File: src/rtl/irq_prio_enc.sv
module irq_prio_enc (
  input  logic       clk,
  input  logic       rst_n,
  input  logic       ext_en,
  input  logic       fifo_on,
  input  logic       rd_stb,
  input  logic       ev_line,
  input  logic       ev_rxdata,
  input  logic       ev_rxto,
  input  logic       ev_thre,
  input  logic       ev_modem,
  input  logic       ev_xoff,
  input  logic       ev_xon,
  input  logic       ev_flow,
  output logic [7:0] stat,
  output logic       irq
);
  logic p_ls, p_rd, p_to, p_th, p_ms, p_xf, p_fc;
  logic g_ls, g_rd, g_to, g_th, g_ms, g_fc;
  logic [4:0] code;

  wire xf_v = ext_en & p_xf;
  wire fc_v = ext_en & p_fc;

  assign g_ls = p_ls;
  assign g_to = p_to & ~p_ls;
  assign g_rd = p_rd & ~p_to & ~p_ls;
  assign g_th = p_th & ~p_rd & ~p_to & ~p_ls;
  assign g_ms = p_ms & ~p_th & ~p_rd & ~p_to & ~p_ls;
  assign g_fc = fc_v & ~xf_v & ~p_ms & ~p_th & ~p_rd & ~p_to & ~p_ls;

  always_comb begin
    if (p_ls)       code = 5'b00011;
    else if (p_to)  code = 5'b00110;
    else if (p_rd)  code = 5'b00010;
    else if (p_th)  code = 5'b00001;
    else if (p_ms)  code = 5'b00000;
    else if (xf_v)  code = 5'b01000;
    else if (fc_v)  code = 5'b10000;
    else            code = 5'b00000;
  end

  assign irq  = p_ls | p_to | p_rd | p_th | p_ms | xf_v | fc_v;
  assign stat = {{2{fifo_on}}, code, ~irq};

  always_ff @(posedge clk or negedge rst_n) begin
    if (!rst_n) begin
      p_ls <= 1'b0; p_rd <= 1'b0; p_to <= 1'b0; p_th <= 1'b0;
      p_ms <= 1'b0; p_xf <= 1'b0; p_fc <= 1'b0;
    end else begin
      p_ls <= ev_line   | (p_ls & ~(rd_stb & g_ls));
      p_to <= ev_rxto   | (p_to & ~(rd_stb & g_to));
      p_rd <= ev_rxdata | (p_rd & ~(rd_stb & g_rd));
      p_th <= ev_thre   | (p_th & ~(rd_stb & g_th));
      p_ms <= ev_modem  | (p_ms & ~(rd_stb & g_ms));
      p_xf <= ev_xoff   | (p_xf & ~ev_xon);
      p_fc <= ev_flow   | (p_fc & ~(rd_stb & g_fc));
    end
  end
endmodule


File: config.mk
export PLATFORM = sky130hd
export DESIGN_NAME = irq_prio_enc
export DESIGN_NICKNAME = d
export VERILOG_FILES = /design/src/rtl/irq_prio_enc.sv
export SDC_FILE = /design/constraint.sdc
export NUM_CORES = 1
export LEC_CHECK = 0
export BUFFER_PORTS_ARGS = -buffer_cell sky130_fd_sc_hd__buf_2
export CAP_MARGIN = 15
export CORE_AREA = 2 2 39 41
export DETAILED_ROUTE_END_ITERATION = 7
export DIE_AREA = 0 0 41 43
export PLACE_DENSITY = 0.59
export SETUP_SLACK_MARGIN = 0.02
export SYNTH_ARGS = -nofsm -noshare
export SYNTH_HDL_FRONTEND = slang
export SYNTH_SLANG_ARGS = --single-unit
File: constraint.sdc
create_clock -name clk -period 1.45 [get_ports clk]
set_clock_uncertainty 0.2 [all_clocks]
set_input_delay 0.145 -clock clk [delete_from_list [all_inputs] [get_ports clk]]
set_output_delay 0.145 -clock clk [all_outputs]
set_load 0.01 [all_outputs]
# Word level (Yosys, flattened, before mapping)
# Cells that the tools add are included.
dict set report word_totals {
  regBits 7
  in_bits 13
  out_inout_bits 9
  elab_cells 72
}
dict set report op_classes {
  n_mux 7
  n_bitwise 58
}
# op n
set op_table {}
lappend op_table {{$mux W5} 7}
lappend op_table {{$and A1 B1 Y1} 31}
lappend op_table {{$not A1 Y1} 14}
lappend op_table {{$or A1 B1 Y1} 13}

# Longest topological paths before layout
# Gate-level depths: netlist (run 1).
dict set report depth {
  depth_word 12
  mapped_depth 3
}

# Least setup slack after synthesis (run 1)
# No wires, ideal clock.
dict set report synth_timing {
  path_type {register to register}
  startpoint {reg p_rd}
  endpoint {reg p_th}
  setup_ns 0.121
  t_arrival_ns 1.001
  required_time_ns 1.129
  setup_slack_ns 0.127
  path_stages_with_launch 4
  n_path_buf 0
  period_less_slack_ns 1.323
  path_cell_list {dfrtp_1 or3_1 o21ai_1 nand2b_1}
}
dict set report synth_via {
  elab_chain_len 8
}
# element line_no
set synth_rtl {}
lappend synth_rtl {{from (decl)} 18} ;# logic p_ls, p_rd, p_to, p_th, p_ms, p_xf, p_fc;
lappend synth_rtl {{from (signal assigned)} 53} ;# p_rd <= ev_rxdata | (p_rd & ~(rd_stb & g_rd));
lappend synth_rtl {{$not A1 Y1} 28} ;# assign g_th = p_th & ~p_rd & ~p_to & ~p_ls;
lappend synth_rtl {{$and A1 B1 Y1 (3 in series)} 28}
lappend synth_rtl {{$and A1 B1 Y1} 54} ;# p_th <= ev_thre | (p_th & ~(rd_stb & g_th));
lappend synth_rtl {{$not A1 Y1} 54}
lappend synth_rtl {{$and A1 B1 Y1} 54}
lappend synth_rtl {{$or A1 B1 Y1} 54}
lappend synth_rtl {{to (signal assigned)} 54}
lappend synth_rtl {{to (decl)} 18}
# Every way passes these cells.

# Worst setup path in the final report (run 1)
dict set report layout_timing {
  startpoint {reg p_rd}
  endpoint {out stat[5]}
}
dict set report layout_via {
  elab_chain_len 3
}
# element line_no
set layout_rtl {}
lappend layout_rtl {{$mux W5} 35} ;# else if (p_rd) code = 5'b00010;
lappend layout_rtl {{$mux W5} 34} ;# else if (p_to) code = 5'b00110;
lappend layout_rtl {{$mux W5} 33} ;# if (p_ls) code = 5'b00011;
lappend layout_rtl {{to (decl)} 15} ;# output logic [7:0] stat,
# Every way passes these cells.

==> results.md, run 1 <==
- Drt first pass iters: 4
- CP arrival: 1410 ps
- Post-Place Cells: 70
- Crit Path Category: reg -> out
- Count leader, synth: dfrtp_1
- Final setup viols: 7
- All-Layer GR Usage: 0.134
- R2r setup slk: roughly 20 ps
- Yosys cell types: 18
- Antenna violations before repair: 0
- Max FO, Critical Path: 4
- FF-to-FF End: p_th$_DFF_PN0_
- Mapped Nets: 49
- Cells along the critical path: buf_4, nor4_4, and3_1, buf_2
- Detailed Place HPWL: around 600 um
- Slew Viols, Final: 0
- Routed vias/inst: 4.47
- CTS tree: done
- Largest area contributor in the netlist: dfrtp_1
- Gp weighted congestion: approximately 0.7
- Number of clock sinks: 7
- Worst endpoint required time: between 1000 and 1500 ps
- Die area: 1760 sq um
- Die W: 41 um
- N_diodes: 0
- Worst slew pin tran: 232 ps
- Detailed Route WL: 1000 um
- Worst R2R Path Depth: 4
- Max cap viols: 0
- Hold Crit Class: in -> async
- Total grt overflow: 0
- H-Tree Depth: 1
- Worst relative slew slack: 0.844
- Worst-path clk slew: 50 ps
- Via count: 393
- Ranking of synthesized cells by area: dfrtp_1 (48%), a21o_1 (8.2%), nand2b_1 (5.2%)
- Flop and latch count out of synthesis: 7
- Sequential area share after synthesis: 0.481
- Yosys Warn Count: 0
- Failing checks: negative setup slack
- Mapped Area: 364 sq um
- Top cell type's share of synthesized area: 0.481
- Max VDD drop: 0.000310 V
- Hold Fails Final Rpt: 0
- Final total power: ~0.00047 W
- CP max-delay cell: dfrtp_2
- ANT nets after route: 0
- Buffers on Ports: 18
- Post-synth EDFFs: 0
- Global-route wire length before repair: roughly 1500 um
- Max Clock Freq: 571 MHz
- Final non-filler cell area: 684 sq um
- PwrDens: 691 nW/um^2
- Root Buffer Master: clkbuf_4
- # DRC: 0
- Fin crit share: 1.21
- Fin nets: 86
- I/O pin count: 22
- Leak: 0.324 nW
- Asr flop ratio synth: 1.00
- Mean Syn Cell Area: 10.1 sq um
- Core Rows: 14
- Layout cells sized above 1: 0.514
- Per-cell routed wire length: approximately 11 um
- Largest net degree at the start of global routing: 8
- Crit. End Element: output port
- Vias in the first global route: roughly 340
- Placed inst area: ~470 sq um
- Mapped Cells: 36
- Syn-to-layout area delta: 88.0%
- Top cells by count, synth: dfrtp_1 (7), a21o_1 (4), inv_1 (3), nand2b_1 (3)
- Post-synth top flop: dfrtp_1
- Setup WS post-layout: -301 ps
- Worst setup SP type: flip-flop
- Vert. Die Dim: 43 um
- Initial core utilization: 0.263
- Min cycle time layout: 1750 ps
- Max clock buf depth: 2
- FF-to-FF Start: p_to$_DFF_PN0_
- Slowest cell delay on critical path: 430 ps
- Setup TNS Final: -1240 ps
- RSZ-0062 raised after global routing: true
- Clock Latency Late Sink: 250 ps
- Initial drt markers: 4
- Core Area: around 1400 sq um
- Num CTS Buffers: 3
- Outcome: finished with violations
- Layout Cells excl Fill: just under 90
[final cells by class]
type	instances	area, sq um
Tap cell	16	20.0
Multi-Input combinational cell	24	191
Timing Repair Buffer	34	255
Inverter	3	11.3
Fill cell	143	699
Sequential cell	7	180
Clock buffer	4	26.3
[worst max-delay path by stage]
stage,from,end,slack (ps),depth (start not counted)
final,p_rd$_DFF_PN0_,stat[5],-300,4
after global routing,p_rd$_DFF_PN0_,stat[4],-370,4
after CTS,p_rd$_DFF_PN0_,stat[4],-250,4
after detailed placement,p_rd$_DFF_PN0_,stat[4],-7,4
after global placement,p_to$_DFF_PN0_,p_th$_DFF_PN0_,7,4
after floorplan,p_rd$_DFF_PN0_,p_th$_DFF_PN0_,130,3
[cells by family (layout without fill, tap and decap cells)]
group	after synthesis	after routing	synth area share
AOI/OAI and AO/OA	9	9	0.172
and+or+nand+nor	15	15	0.275
DFF	7	7	0.481
buffers and inverters	5	41	0.0722
[cell usage in the layout, fill, tap and decap left out, drive strengths merged]
| cell | synthesis | routed |
|---|---|---|
| and2 | 1 | 1 |
| nor2b | 1 | 1 |
| or3 | 1 | 1 |
| and3 | 2 | 2 |
| a41oi | 1 | 1 |
| nand2b | 3 | 3 |
| nand2 | 2 | 2 |
| o21ai | 3 | 3 |
| clkbuf | 0 | 4 |
| a21o | 5 | 5 |
| buf | 2 | 24 |
| dfrtp | 7 | 7 |
| nor4b | 1 | 1 |
| nor3b | 1 | 1 |
| nor2 | 2 | 2 |
| inv | 3 | 3 |
| nor4 | 1 | 1 |
| dlygate4sd3 | 0 | 10 |
[worst max-delay path, delay by kind of cell, from the launching register on]
kind | cells | cell delay (ps)
simple gates | 2 | 450
flops | 1 | 430
buf+inv | 2 | 270
[report_power, final]
part / total [W] / switching, W / internal [W]
logic: 0.0000832 / 0.0000289 / 0.0000544
clock network: 0.000176 / 0.0000714 / 0.000105
registers: 0.000213 / 0.0000105 / 0.000203
[sequential cells by signal, summed over array words and instances, names as in the netlist]
name,flops
p_fc,1
g_ls,1
p_xf,1
p_to,1
p_th,1
p_ms,1
p_rd,1
[through the flow]
step / hold WS (ps) / util / setup slack [ps]
finish: 51.3 / 0.495 / -301
global route: 67.5 / 0.495 / -372
CTS: 55.4 / 0.478 / -247
detailed placement: -216 / 0.343 / -6.67
global placement: -214 / 0.343 / 6.53
floorplan: -351 / - / 127
[routing by layer]
layer,GRT usage,share of wire
met1,0.137,0.38
met2,0.200,0.55
met3,0.0471,0.045
met4,0.120,0.025
met5,0,0
[what timing repair did]
| item | CTS | global route |
|---|---|---|
| hold buffers | 10 | 0 |
| endpoints found under the setup margin | 6 | 8 |
| gates cloned | 0 | 0 |
| buffers inserted | 2 | 2 |
| gates resized for setup | 11 | 2 |
| hold endpoints to repair | 14 | 0 |
| pin swaps | 3 | 1 |
Note: power is estimated with default switching activity, not from simulation.
==> run 2, diff against run 1 <==
--- a/config.mk
+++ b/config.mk
@@ -6,9 +6,10 @@
 export NUM_CORES = 1
 export LEC_CHECK = 0
-export BUFFER_PORTS_ARGS = -buffer_cell sky130_fd_sc_hd__buf_2
+export BUFFER_PORTS_ARGS = -buffer_cell sky130_fd_sc_hd__buf_4
 export CAP_MARGIN = 15
 export CORE_AREA = 2 2 39 41
 export DETAILED_ROUTE_END_ITERATION = 7
 export DIE_AREA = 0 0 41 43
+export MAX_ROUTING_LAYER = met4
 export PLACE_DENSITY = 0.59
 export SETUP_SLACK_MARGIN = 0.02
==> constraint.sdc (replaced) <==
create_clock -name clk -period 1.45 [get_ports clk]
set_clock_uncertainty 0.2 [all_clocks]
set_input_delay 0.0725 -clock clk [delete_from_list [all_inputs] [get_ports clk]]
set_output_delay 0.0725 -clock clk [all_outputs]
set_load 0.01 [all_outputs]
==> run 2 against run 1 <==
Against the previous run:
- non-clock buffer count is the same
- critical path type unchanged
- core utilization rose by 3.6 points
- flip-flop and latch count stayed put
- combinational power increased by 16%
- die area stayed put
- highest routed layer unchanged
- the flow still finishes with violations (negative setup slack)
- via count up 1.3%
==> results.md, run 2 (synthesized netlist as in run 1, its figures left out) <==
- Placed inst area: 504 sq um
- Worst endpoint required time: 1180 ps
- Syn-to-layout area delta: 102%
- Global-route wire length before repair: 1520 um
- Die W: 41 um
- Routed vias/inst: roughly 4.5
- Fin nets: 86
- Final setup viols: 6
- Initial drt markers: 4
- Commonest non-fill, non-tap cell in the layout: buf_4
- Vert. Die Dim: 43 um
- FF-to-FF Start: p_to$_DFF_PN0_
- Vias in the first global route: 330
- CP arrival: 1370 ps
- Worst-path clk slew: approximately 50 ps
- Final non-filler cell area: roughly 730 sq um
- Num CTS Buffers: 3
- Gp weighted congestion: between 0.6 and 0.7
- N_diodes: 0
- Drt first pass iters: 4
- Die area: ~1800 sq um
- I/O pin count: 22
- Max Clock Freq: roughly 610 MHz
- Commonest cells after routing, fill and taps aside: buf_4 (18), dlygate4sd3_1 (12), a21o_1 (4), dfrtp_2 (4), buf_6 (4)
- Initial core utilization: 0.263
- Antenna violations before repair: 0
- Worst slew pin tran: a little over 300 ps
- Post-place setup slack: 39.1 ps
- RSZ-0062 raised after global routing: true
- # DRC: 0
- Worst setup SP type: flip-flop
- Root Buffer Master: clkbuf_4
- Critical Path Source: p_to$_DFF_PN0_
- Cells along the critical path: buf_4, or3_4, buf_6
- Number of clock sinks: 7
- Detailed Place HPWL: 613 um
- Hold path startpoint: ext_en
- Slowest cell delay on critical path: 450 ps
- Hold Fails Final Rpt: 0
- Crit. End Element: output port
- Outcome: finished with violations
- Largest net degree at the start of global routing: 8
- Max cap viols: 0
- Layout cells sized above 1: 0.486
- Filler instances: 130
- Largest delay share family, worst path: flip-flops
- All-Layer GR Usage: 0.146
- Core Rows: 14
- Failing checks: negative setup slack
- CP max-delay cell: dfrtp_2
- PwrDens: between 600 and 700 nW/um^2
- Slew Viols, Final: 0
- Detailed Route WL: 1110 um
- Max VDD drop: ~0.00035 V
- Per-cell routed wire length: around 13 um
- Crit Path Category: reg -> out
- Fin crit share: 1.13
- H-Tree Depth: 1
- Crit path buf inv count: 2
- Max clock buf depth: 2
- Leak: roughly 0.33 nW
- Worst relative slew slack: 0.792
- Buffers on Ports: 18
- ANT nets after route: 0
- CTS tree: done
- Hold Crit Class: in -> reg
- Min cycle time layout: around 1600 ps
- Via count: 398
- Total grt overflow: 0
- Core Area: 1380 sq um
- Setup WS post-layout: -192 ps
- Clock Latency Late Sink: 250 ps
- Max FO, Critical Path: 4
-- run 2: worst paths after layout --
path,to,slack [ps],cells after the start
min in group asynchronous,p_th$_DFF_PN0_,600,3
worst max register to register,p_th$_DFF_PN0_,-80,4
worst min register to register,p_xf$_DFF_PN0_,340,1
worst max-delay path,stat[2],-190,3
max in group asynchronous,p_rd$_DFF_PN0_,200,3
worst min-delay path,p_fc$_DFF_PN0_,130,3
-- run 2: through the flow --
step / total power, W / cells / TNS, ps / utilization / hold WS [ps]
final: 0.000485 / 88 / -842 / 0.531 / 126
after global placement: 0.000266 / 68 / 0 / 0.364 / -311
after CTS: 0.000476 / 85 / -639 / 0.503 / 122
after global routing: 0.000513 / 88 / -1230 / 0.531 / 161
after detailed placement: 0.000267 / 68 / 0 / 0.364 / -313
after floorplan: 0.000234 / 36 / 0 / - / -423
-- run 2: timing repair --
| action | in CTS | in global routing |
|---|---|---|
| setup buffers | 1 | 3 |
| pin swaps | 2 | 2 |
| setup endpoints to repair | 5 | 6 |
| hold endpoints to repair | 16 | 0 |
| hold buffers | 12 | 0 |
| gates resized for setup | 10 | 4 |
-- run 2: metal layers --
layer,global-route usage,vias to the layer above,routed length (um)
met1,0.158,189,428
li1,-,196,-
met4,0.120,0,8
met3,0.0314,2,44
met2,0.216,11,628
met5,-,-,0
-- run 2: where the power goes --
group | switching [W] | internal [W] | total, W
logic | 0.0000320 | 0.0000643 | 0.0000963
registers | 0.0000123 | 0.000203 | 0.000215
clock network | 0.0000690 | 0.000105 | 0.000174
total | 0.000113 | 0.000372 | 0.000485
-- run 2: cell type report --
cell class	instances	area (sq um)	area share
inverter	3	11.3	0.0153
tap	16	20.0	0.0273
timing repair buffer	34	300	0.409
sequential	7	180	0.245
multi-input combinational	24	196	0.267
clock buffer	4	26.3	0.0358
-- run 2: tightest hold or removal path: stages --
cell,delay [ps]
buf_4,80
nor3b_1,220
a41oi_1,150
